==> src/rtl/ssc_pkg.sv <==
package ssc_pkg;

   typedef enum logic [1:0] {
      SSC_DOWN   = 2'd0,
      SSC_CENTER = 2'd1,
      SSC_OFF    = 2'd2
   } ssc_mode_e;

   typedef enum logic {
      DIR_DOWN = 1'b0,
      DIR_UP   = 1'b1
   } ssc_dir_e;

   // Scaled amount = ratio * 2^frac * ppm / 1e6, truncated.
   function automatic longint ppm_of_ratio(input longint ratio, input int frac_w,
                                           input longint ppm);
      return ((ratio << frac_w) * ppm) / 64'd1000000;
   endfunction

endpackage

==> src/rtl/ssc_mode_decode.sv <==
module ssc_mode_decode
   import ssc_pkg::*;
(
   input  logic [1:0] sel_i,
   output ssc_mode_e  mode_o
);
   always_comb begin
      unique case (sel_i)
         2'b00:   mode_o = SSC_DOWN;
         2'b01,
         2'b10:   mode_o = SSC_CENTER;
         default: mode_o = SSC_OFF;
      endcase
   end
endmodule

==> src/rtl/ssc_profile_sel.sv <==
module ssc_profile_sel
   import ssc_pkg::*;
#(
   parameter int     OFF_W   = 18,
   parameter longint STEP_DN = 78,
   parameter longint LO_DN   = -31200,
   parameter longint HI_DN   = 0,
   parameter longint STEP_CT = 32,
   parameter longint LO_CT   = -6400,
   parameter longint HI_CT   = 6400
) (
   input  ssc_mode_e                mode_i,
   output logic signed [OFF_W-1:0]  step_o,
   output logic signed [OFF_W-1:0]  lo_o,
   output logic signed [OFF_W-1:0]  hi_o
);
   always_comb begin
      unique case (mode_i)
         SSC_DOWN: begin
            step_o = OFF_W'(STEP_DN);
            lo_o   = OFF_W'(LO_DN);
            hi_o   = OFF_W'(HI_DN);
         end
         SSC_CENTER: begin
            step_o = OFF_W'(STEP_CT);
            lo_o   = OFF_W'(LO_CT);
            hi_o   = OFF_W'(HI_CT);
         end
         default: begin
            step_o = '0;
            lo_o   = '0;
            hi_o   = '0;
         end
      endcase
   end
endmodule

==> src/rtl/ssc_ramp_core.sv <==
module ssc_ramp_core
   import ssc_pkg::*;
#(
   parameter int OFF_W = 18
) (
   input  logic                     clk,
   input  logic                     rst_n,
   input  logic                     restart_i,
   input  logic                     active_i,
   input  logic signed [OFF_W-1:0]  step_i,
   input  logic signed [OFF_W-1:0]  lo_i,
   input  logic signed [OFF_W-1:0]  hi_i,
   output logic signed [OFF_W-1:0]  acc_o
);
   ssc_dir_e                dir_q;
   logic signed [OFF_W-1:0] acc_q;
   logic signed [OFF_W-1:0] next_dn;
   logic signed [OFF_W-1:0] next_up;

   assign next_dn = acc_q - step_i;
   assign next_up = acc_q + step_i;

   always_ff @(posedge clk or negedge rst_n) begin
      if (!rst_n) begin
         acc_q <= '0;
         dir_q <= DIR_DOWN;
      end else if (restart_i || !active_i) begin
         acc_q <= '0;
         dir_q <= DIR_DOWN;
      end else if (dir_q == DIR_DOWN) begin
         if (next_dn <= lo_i) begin
            acc_q <= lo_i;
            dir_q <= DIR_UP;
         end else begin
            acc_q <= next_dn;
         end
      end else begin
         if (next_up >= hi_i) begin
            acc_q <= hi_i;
            dir_q <= DIR_DOWN;
         end else begin
            acc_q <= next_up;
         end
      end
   end

   assign acc_o = acc_q;

   // a held profile moves the ramp by exactly one step per clock
   assert_unit_step_R5: assert property (@(posedge clk) disable iff (!rst_n)
      (active_i && !restart_i) |=>
         ((acc_q == $past(acc_q) + $past(step_i)) ||
          (acc_q == $past(acc_q) - $past(step_i))));

   // a restart puts the ramp at zero heading downward
   assert_restart_zero_R8: assert property (@(posedge clk) disable iff (!rst_n)
      restart_i |=> (acc_q == '0 && dir_q == DIR_DOWN));

endmodule

==> src/rtl/ssc_triangle_gen.sv <==
module ssc_triangle_gen
   import ssc_pkg::*;
#(
   parameter int     FRAC_W     = 16,
   parameter longint RATIO      = 80,
   parameter longint REF_HZ     = 25000000,
   parameter longint MOD_HZ     = 31250,
   parameter longint DOWN_PPM   = 6000,
   parameter longint CENTER_PPM = 1250,
   parameter longint LIMIT_PPM  = 7000,
   parameter bit     OUT_REG    = 1'b0
) (
   input  logic                      clk_ref,
   input  logic                      rst_n,
   input  logic [1:0]                spread_sel,
   output logic signed [FRAC_W+1:0]  ssc_offset,
   output logic                      spread_on,
   output logic                      center_on
);
   localparam int     OFF_W    = FRAC_W + 2;
   localparam longint HALF_CYC = REF_HZ / (2 * MOD_HZ);
   localparam longint DN_REQ   = ppm_of_ratio(RATIO, FRAC_W, DOWN_PPM);
   localparam longint CT_REQ   = ppm_of_ratio(RATIO, FRAC_W, CENTER_PPM);
   localparam longint FLOOR    = ppm_of_ratio(RATIO, FRAC_W, LIMIT_PPM);
   localparam longint STEP_DN  = DN_REQ / HALF_CYC;
   localparam longint PEAK_DN  = STEP_DN * HALF_CYC;
   localparam longint STEP_CT  = (2 * CT_REQ) / HALF_CYC;
   localparam longint AMP_CT   = STEP_CT * (HALF_CYC / 2);

   // Elaboration-time parameter checks
   if (FRAC_W < 16) begin : g_chk_frac
      $error("ssc_triangle_gen: FRAC_W must be at least 16");
   end
   if (HALF_CYC < 2 || (HALF_CYC % 2) != 0) begin : g_chk_half
      $error("ssc_triangle_gen: half period must be an even count of at least 2");
   end
   if (STEP_DN < 1 || STEP_CT < 1) begin : g_chk_step
      $error("ssc_triangle_gen: spread depth too small for the half period");
   end
   if (PEAK_DN > FLOOR) begin : g_chk_floor
      $error("ssc_triangle_gen: down-spread depth exceeds the limit");
   end
   if (FLOOR >= (64'sd1 <<< (OFF_W - 2))) begin : g_chk_width
      $error("ssc_triangle_gen: offset word too narrow");
   end

   ssc_mode_e               mode_dec;
   ssc_mode_e               mode_q;
   logic                    restart;
   logic                    active;
   logic signed [OFF_W-1:0] step_w;
   logic signed [OFF_W-1:0] lo_w;
   logic signed [OFF_W-1:0] hi_w;
   logic signed [OFF_W-1:0] acc_w;

   ssc_mode_decode u_decode (
      .sel_i  (spread_sel),
      .mode_o (mode_dec)
   );

   ssc_profile_sel #(
      .OFF_W   (OFF_W),
      .STEP_DN (STEP_DN),
      .LO_DN   (-PEAK_DN),
      .HI_DN   (64'sd0),
      .STEP_CT (STEP_CT),
      .LO_CT   (-AMP_CT),
      .HI_CT   (AMP_CT)
   ) u_profile (
      .mode_i (mode_dec),
      .step_o (step_w),
      .lo_o   (lo_w),
      .hi_o   (hi_w)
   );

   always_ff @(posedge clk_ref or negedge rst_n) begin
      if (!rst_n) mode_q <= SSC_OFF;
      else        mode_q <= mode_dec;
   end

   assign restart = (mode_dec != mode_q);
   assign active  = (mode_dec != SSC_OFF);

   ssc_ramp_core #(.OFF_W(OFF_W)) u_ramp (
      .clk       (clk_ref),
      .rst_n     (rst_n),
      .restart_i (restart),
      .active_i  (active),
      .step_i    (step_w),
      .lo_i      (lo_w),
      .hi_i      (hi_w),
      .acc_o     (acc_w)
   );

   if (OUT_REG) begin : g_out_reg
      logic signed [OFF_W-1:0] off_q;
      logic                    spr_q;
      logic                    ctr_q;
      always_ff @(posedge clk_ref or negedge rst_n) begin
         if (!rst_n) begin
            off_q <= '0;
            spr_q <= 1'b0;
            ctr_q <= 1'b0;
         end else begin
            off_q <= acc_w;
            spr_q <= (mode_q != SSC_OFF);
            ctr_q <= (mode_q == SSC_CENTER);
         end
      end
      assign ssc_offset = off_q;
      assign spread_on  = spr_q;
      assign center_on  = ctr_q;
   end else begin : g_out_direct
      assign ssc_offset = acc_w;
      assign spread_on  = (mode_q != SSC_OFF);
      assign center_on  = (mode_q == SSC_CENTER);
   end

   // the off profile holds the ramp at zero
   assert_off_zero_R2: assert property (@(posedge clk_ref) disable iff (!rst_n)
      (mode_q == SSC_OFF) |-> (acc_w == '0));

   // down-spread never raises the frequency above nominal
   assert_down_nonpos_R3: assert property (@(posedge clk_ref) disable iff (!rst_n)
      (mode_q == SSC_DOWN) |-> (acc_w <= 0 && acc_w >= OFF_W'(-PEAK_DN)));

   // center-spread stays within its symmetric bounds
   assert_center_bounds_R4: assert property (@(posedge clk_ref) disable iff (!rst_n)
      (mode_q == SSC_CENTER) |-> (acc_w <= OFF_W'(AMP_CT) && acc_w >= OFF_W'(-AMP_CT)));

   // the deviation never goes past the limit below nominal
   assert_floor_R9: assert property (@(posedge clk_ref) disable iff (!rst_n)
      acc_w >= OFF_W'(-FLOOR));

endmodule

==> config.mk <==
export PLATFORM = sky130hd
export DESIGN_NAME = ssc_triangle_gen
export DESIGN_NICKNAME = d
export VERILOG_FILES = /design/src/rtl/ssc_pkg.sv /design/src/rtl/ssc_mode_decode.sv /design/src/rtl/ssc_profile_sel.sv /design/src/rtl/ssc_ramp_core.sv /design/src/rtl/ssc_triangle_gen.sv
export SDC_FILE = /design/constraint.sdc
export NUM_CORES = 1
export LEC_CHECK = 0
export ABC_AREA = 1
export BUFFER_PORTS_ARGS = -buffer_cell sky130_fd_sc_hd__buf_2
export CAP_MARGIN = 20
export CORE_ASPECT_RATIO = 1.75
export CORE_MARGIN = 2
export CORE_UTILIZATION = 61
export CTS_CLUSTER_SIZE = 16
export DETAILED_ROUTE_END_ITERATION = 7
export GPL_TIMING_DRIVEN = 0
export PLACE_DENSITY_LB_ADDON = 0.2
export SLEW_MARGIN = 20
export SYNTH_ARGS = -nofsm -noshare
export SYNTH_HDL_FRONTEND = slang
export SYNTH_SLANG_ARGS = --single-unit
==> constraint.sdc <==
create_clock -name clk_ref -period 4.95 [get_ports clk_ref]
set_clock_uncertainty 0.15 [all_clocks]
set_input_delay 0 -clock clk_ref [delete_from_list [all_inputs] [get_ports clk_ref]]
set_output_delay 0 -clock clk_ref [all_outputs]
set_load 0.05 [all_outputs]
==> summary.md <==
| Metric | Value |
|---|---|
| Status | `finished, final reports clean` |
| Clk_lat worst skew | `0.27 ns` |
| Tmin final | `4.60 ns` |
| Placeable Area | `4360 sq um` |
| Register cell area after layout | `502 sq um` |
| Reg-to-Reg Start | `u_ramp.acc_o[1]$_DFF_PN0_` |
| Share of cells above drive strength 1 | `18.8%` |
| Max Freq | `218 MHz` |
| Cell count after synthesis | `418` |
| Most numerous cell in the Yosys netlist | `nand2_1` |
| Setup Viol. Count Final | `0` |
| Yosys reg bits | `20` |
| CP Class | `input pin to flop` |
| Synth Cell Area | `2720 sq um` |
| Core Rows | `32` |
| Setup ws final | `0.354 ns` |
| Hold Path Class | `input pin to flop` |
| Reg2reg path depth | `22` |
| Met2 usage | `54.0%` |
| R2R Path End | `u_ramp.acc_o[5]$_DFF_PN0_` |
| Num CTS Buffers | `3` |
| Starting Density | `62.3%` |
| Max_slew headroom | `56.2%` |
| CP Max Fanout | `8` |
| Postcts setup bufs | `0` |
| Drt pass-1 iters | `5` |
| Wire per inst | `14.9 um` |
| Tot GR Track Use | `33.1%` |
| Fin crit share | `92.9%` |
| Syn. warnings | `0` |
| Ranking of synthesized cells by area | `dfrtp_1, nand2_1, ha_1, inv_1, nor2_1` |
| Hold Path Sink | `mode_q[0]$_DFF_PN0_` |
| Final HPWL DP | `6.07 mm` |
| Initial antenna violation count | `0` |
| PD cells | `644 nW/um^2` |
| Worst-margin pin slew | `0.653 ns` |
| LEAKAGE | `1.65 nW` |
| Sequential element share of the synthesized area | `18.5%` |
| Diode count | `0` |
| CTS H-tree depth | `1` |
| Setup TNS | `0 ns` |
| # Max-Cap Violations | `0` |
| Post-synth EDFFs | `0` |
| Starting DRT DRC Count | `115` |
| Top cell types by occurrence after synthesis | `nand2_1, inv_1, nor2_1` |
| Clock Sinks | `20` |
| Top cell type's share of synthesized area | `17.5%` |
| M3 GR Usage | `4.03%` |
| Post-synth cell types | `38` |
| GRT Residual Overflow | `0` |
| Clock transition at the registers of the reported paths | `0.07 ns` |
| Total routed wirelength | `7.44 mm` |
| FF-to-FF setup slack | `0.96 ns` |
| CP bufs+invs | `7` |
| DP Worst Slack | `0.487 ns` |
| Largest net degree at the start of global routing | `21` |
| Area growth from synthesis to layout | `9.44%` |
| Crit. End Element | `flop` |
| Syn Nets | `449` |
| Slew Limit Fails | `0` |
| Final ANT Viol Nets | `0` |
| Layout Nets | `479` |
| Filler Cells Inserted | `403` |
| Worst Hold Launch | `spread_sel[0]` |
| Top Ports | `24` |
| Synth async-reset ratio | `100%` |
| Number of remaining DRC errors | `0` |
| Final hold violation count | `0` |
| Vias in the first global route | `2740` |
| Area of the multi-input gates | `1870 sq um` |
| Max stage delay on crit path | `0.53 ns` |
| Slowest CP cell | `dlygate4sd3_1` |
| Vias | `2851` |
| CP Data Required Time | `4.95 ns` |
| Total die area | `5030 sq um` |
| Met1 Use GR | `39.0%` |
| Maximum root-to-sink buffer count | `2` |
| Port Buf Inserts | `22` |
| CTS tree | `done` |
| Mean Syn Cell Area | `6.50 sq um` |
| Die Y-Extent | `92.3 um` |
| Worst Hold Depth | `3` |
| Max VDD drop | `0.504 mV` |
| Chip width | `54.5 um` |
| Worst setup SP type | `input pin` |
| Top delay family on crit path | `simple AND/OR/NAND/NOR gates` |
| Placer congestion estimate | `0.976` |
| Clock root buffer | `clkbuf_8` |
| Gr busiest metal | `met2` |
| Critical Path AT | `4.60 ns` |
| Global-route wire length before repair | `12.3 mm` |
| Yosys top cell by area | `dfrtp_1` |
| Most common flop cell mapped by yosys | `dfrtp_1` |
| Unrepaired setup endpoints after global routing | `false` |
| DR vias/cell | `5.72` |
cell usage in the layout (no fill, tap or decap), drive strengths merged:
master,n
and2,1
a211oi,1
dlygate4sd3,3
nor2,52
o21a,1
nand2,127
fa,2
o21ai,6
nor4,2
a21oi,17
buf,32
dfrtp,19
nand4,23
or2,1
dfstp,1
nand3,38
inv,64
xor2,15
clkbuf,5
clkinv,1
conb,1
ha,25
nor3,10
worst max path at each step:
| stage | from | slack [ns] | cells after the start | endpoint |
|---|---|---|---|---|
| floorplan | u_ramp.acc_o[1]$_DFF_PN0_ | 1.12 | 23 | u_ramp.acc_o[10]$_DFF_PN0_ |
| global placement | spread_sel[0] | 0.52 | 24 | u_ramp.acc_o[13]$_DFF_PN0_ |
| detailed placement | spread_sel[0] | 0.49 | 24 | u_ramp.acc_o[5]$_DFF_PN0_ |
| CTS | spread_sel[1] | 0.20 | 25 | u_ramp.acc_o[5]$_DFF_PN0_ |
| global route | spread_sel[1] | 0.08 | 26 | u_ramp.acc_o[8]$_DFF_PN0_ |
| finish | spread_sel[1] | 0.35 | 25 | u_ramp.acc_o[5]$_DFF_PN0_ |
repair_timing:
item,in CTS,in global routing
hold buffers,3,0
gates resized for setup,0,2
endpoints found under the hold margin,21,0
setup endpoints to repair,0,17
logic make-up after synthesis:
group                    Yosys count  share of synthesized area (%)
AO/OA/AOI/OAI                     25                           5.34
flip-flops                        20                           18.5
other                              1                          0.138
buffers and inverters             76                           13.0
AND/OR/NAND/NOR                  254                           45.2
adder cells (fa/ha/maj)           27                           13.0
XOR/XNOR                          15                           4.83
layout make-up:
type                    instances  share of cell area, %
repair buffers                 25                   4.71
plain buffers                  11                   3.41
clock buffers                   4                   1.51
well taps                      51                   2.15
flip-flops and latches         20                   16.9
inverters                      65                   8.50
multi-input cells             322                   62.9
power by group:
group	total (mW)	internal (mW)	switching, mW
Combinational	1.53	0.499	1.04
Clock	0.115	0.0575	0.0578
Sequential	0.264	0.206	0.0587
flip-flops by register name, indices dropped and copies added (netlist names):
signal	cells
u_ramp.acc_o	17
mode_q	2
u_ramp.dir_q	1
per-stage QoR:
step                      total power [mW]  hold WS [ns]  utilization [%]  cell area [sq um]  std cells
after CTS                             1.88        0.0746             68.0               2970        498
after global placement                1.73        -0.181             66.3               2890        491
after floorplan                       1.42        -0.446                -               2720        418
final                                 1.91        0.0357             68.1               2970        498
after detailed placement              1.76        -0.179             66.3               2890        491
after global routing                  2.10        0.0593             68.1               2970        498
per-layer routing:
layer	up-vias	share of wire [%]
li1	1389	-
met1	1300	37
met2	126	51
met3	36	6.1
met4	0	6.0
met5	-	0
worst min-delay path: cells and delay by family:
kind	cells	cell delay, ns
adder cells (fa/ha/maj)	1	0.23
buffers and inverters	2	0.18
(Power assumes the default switching activity.)
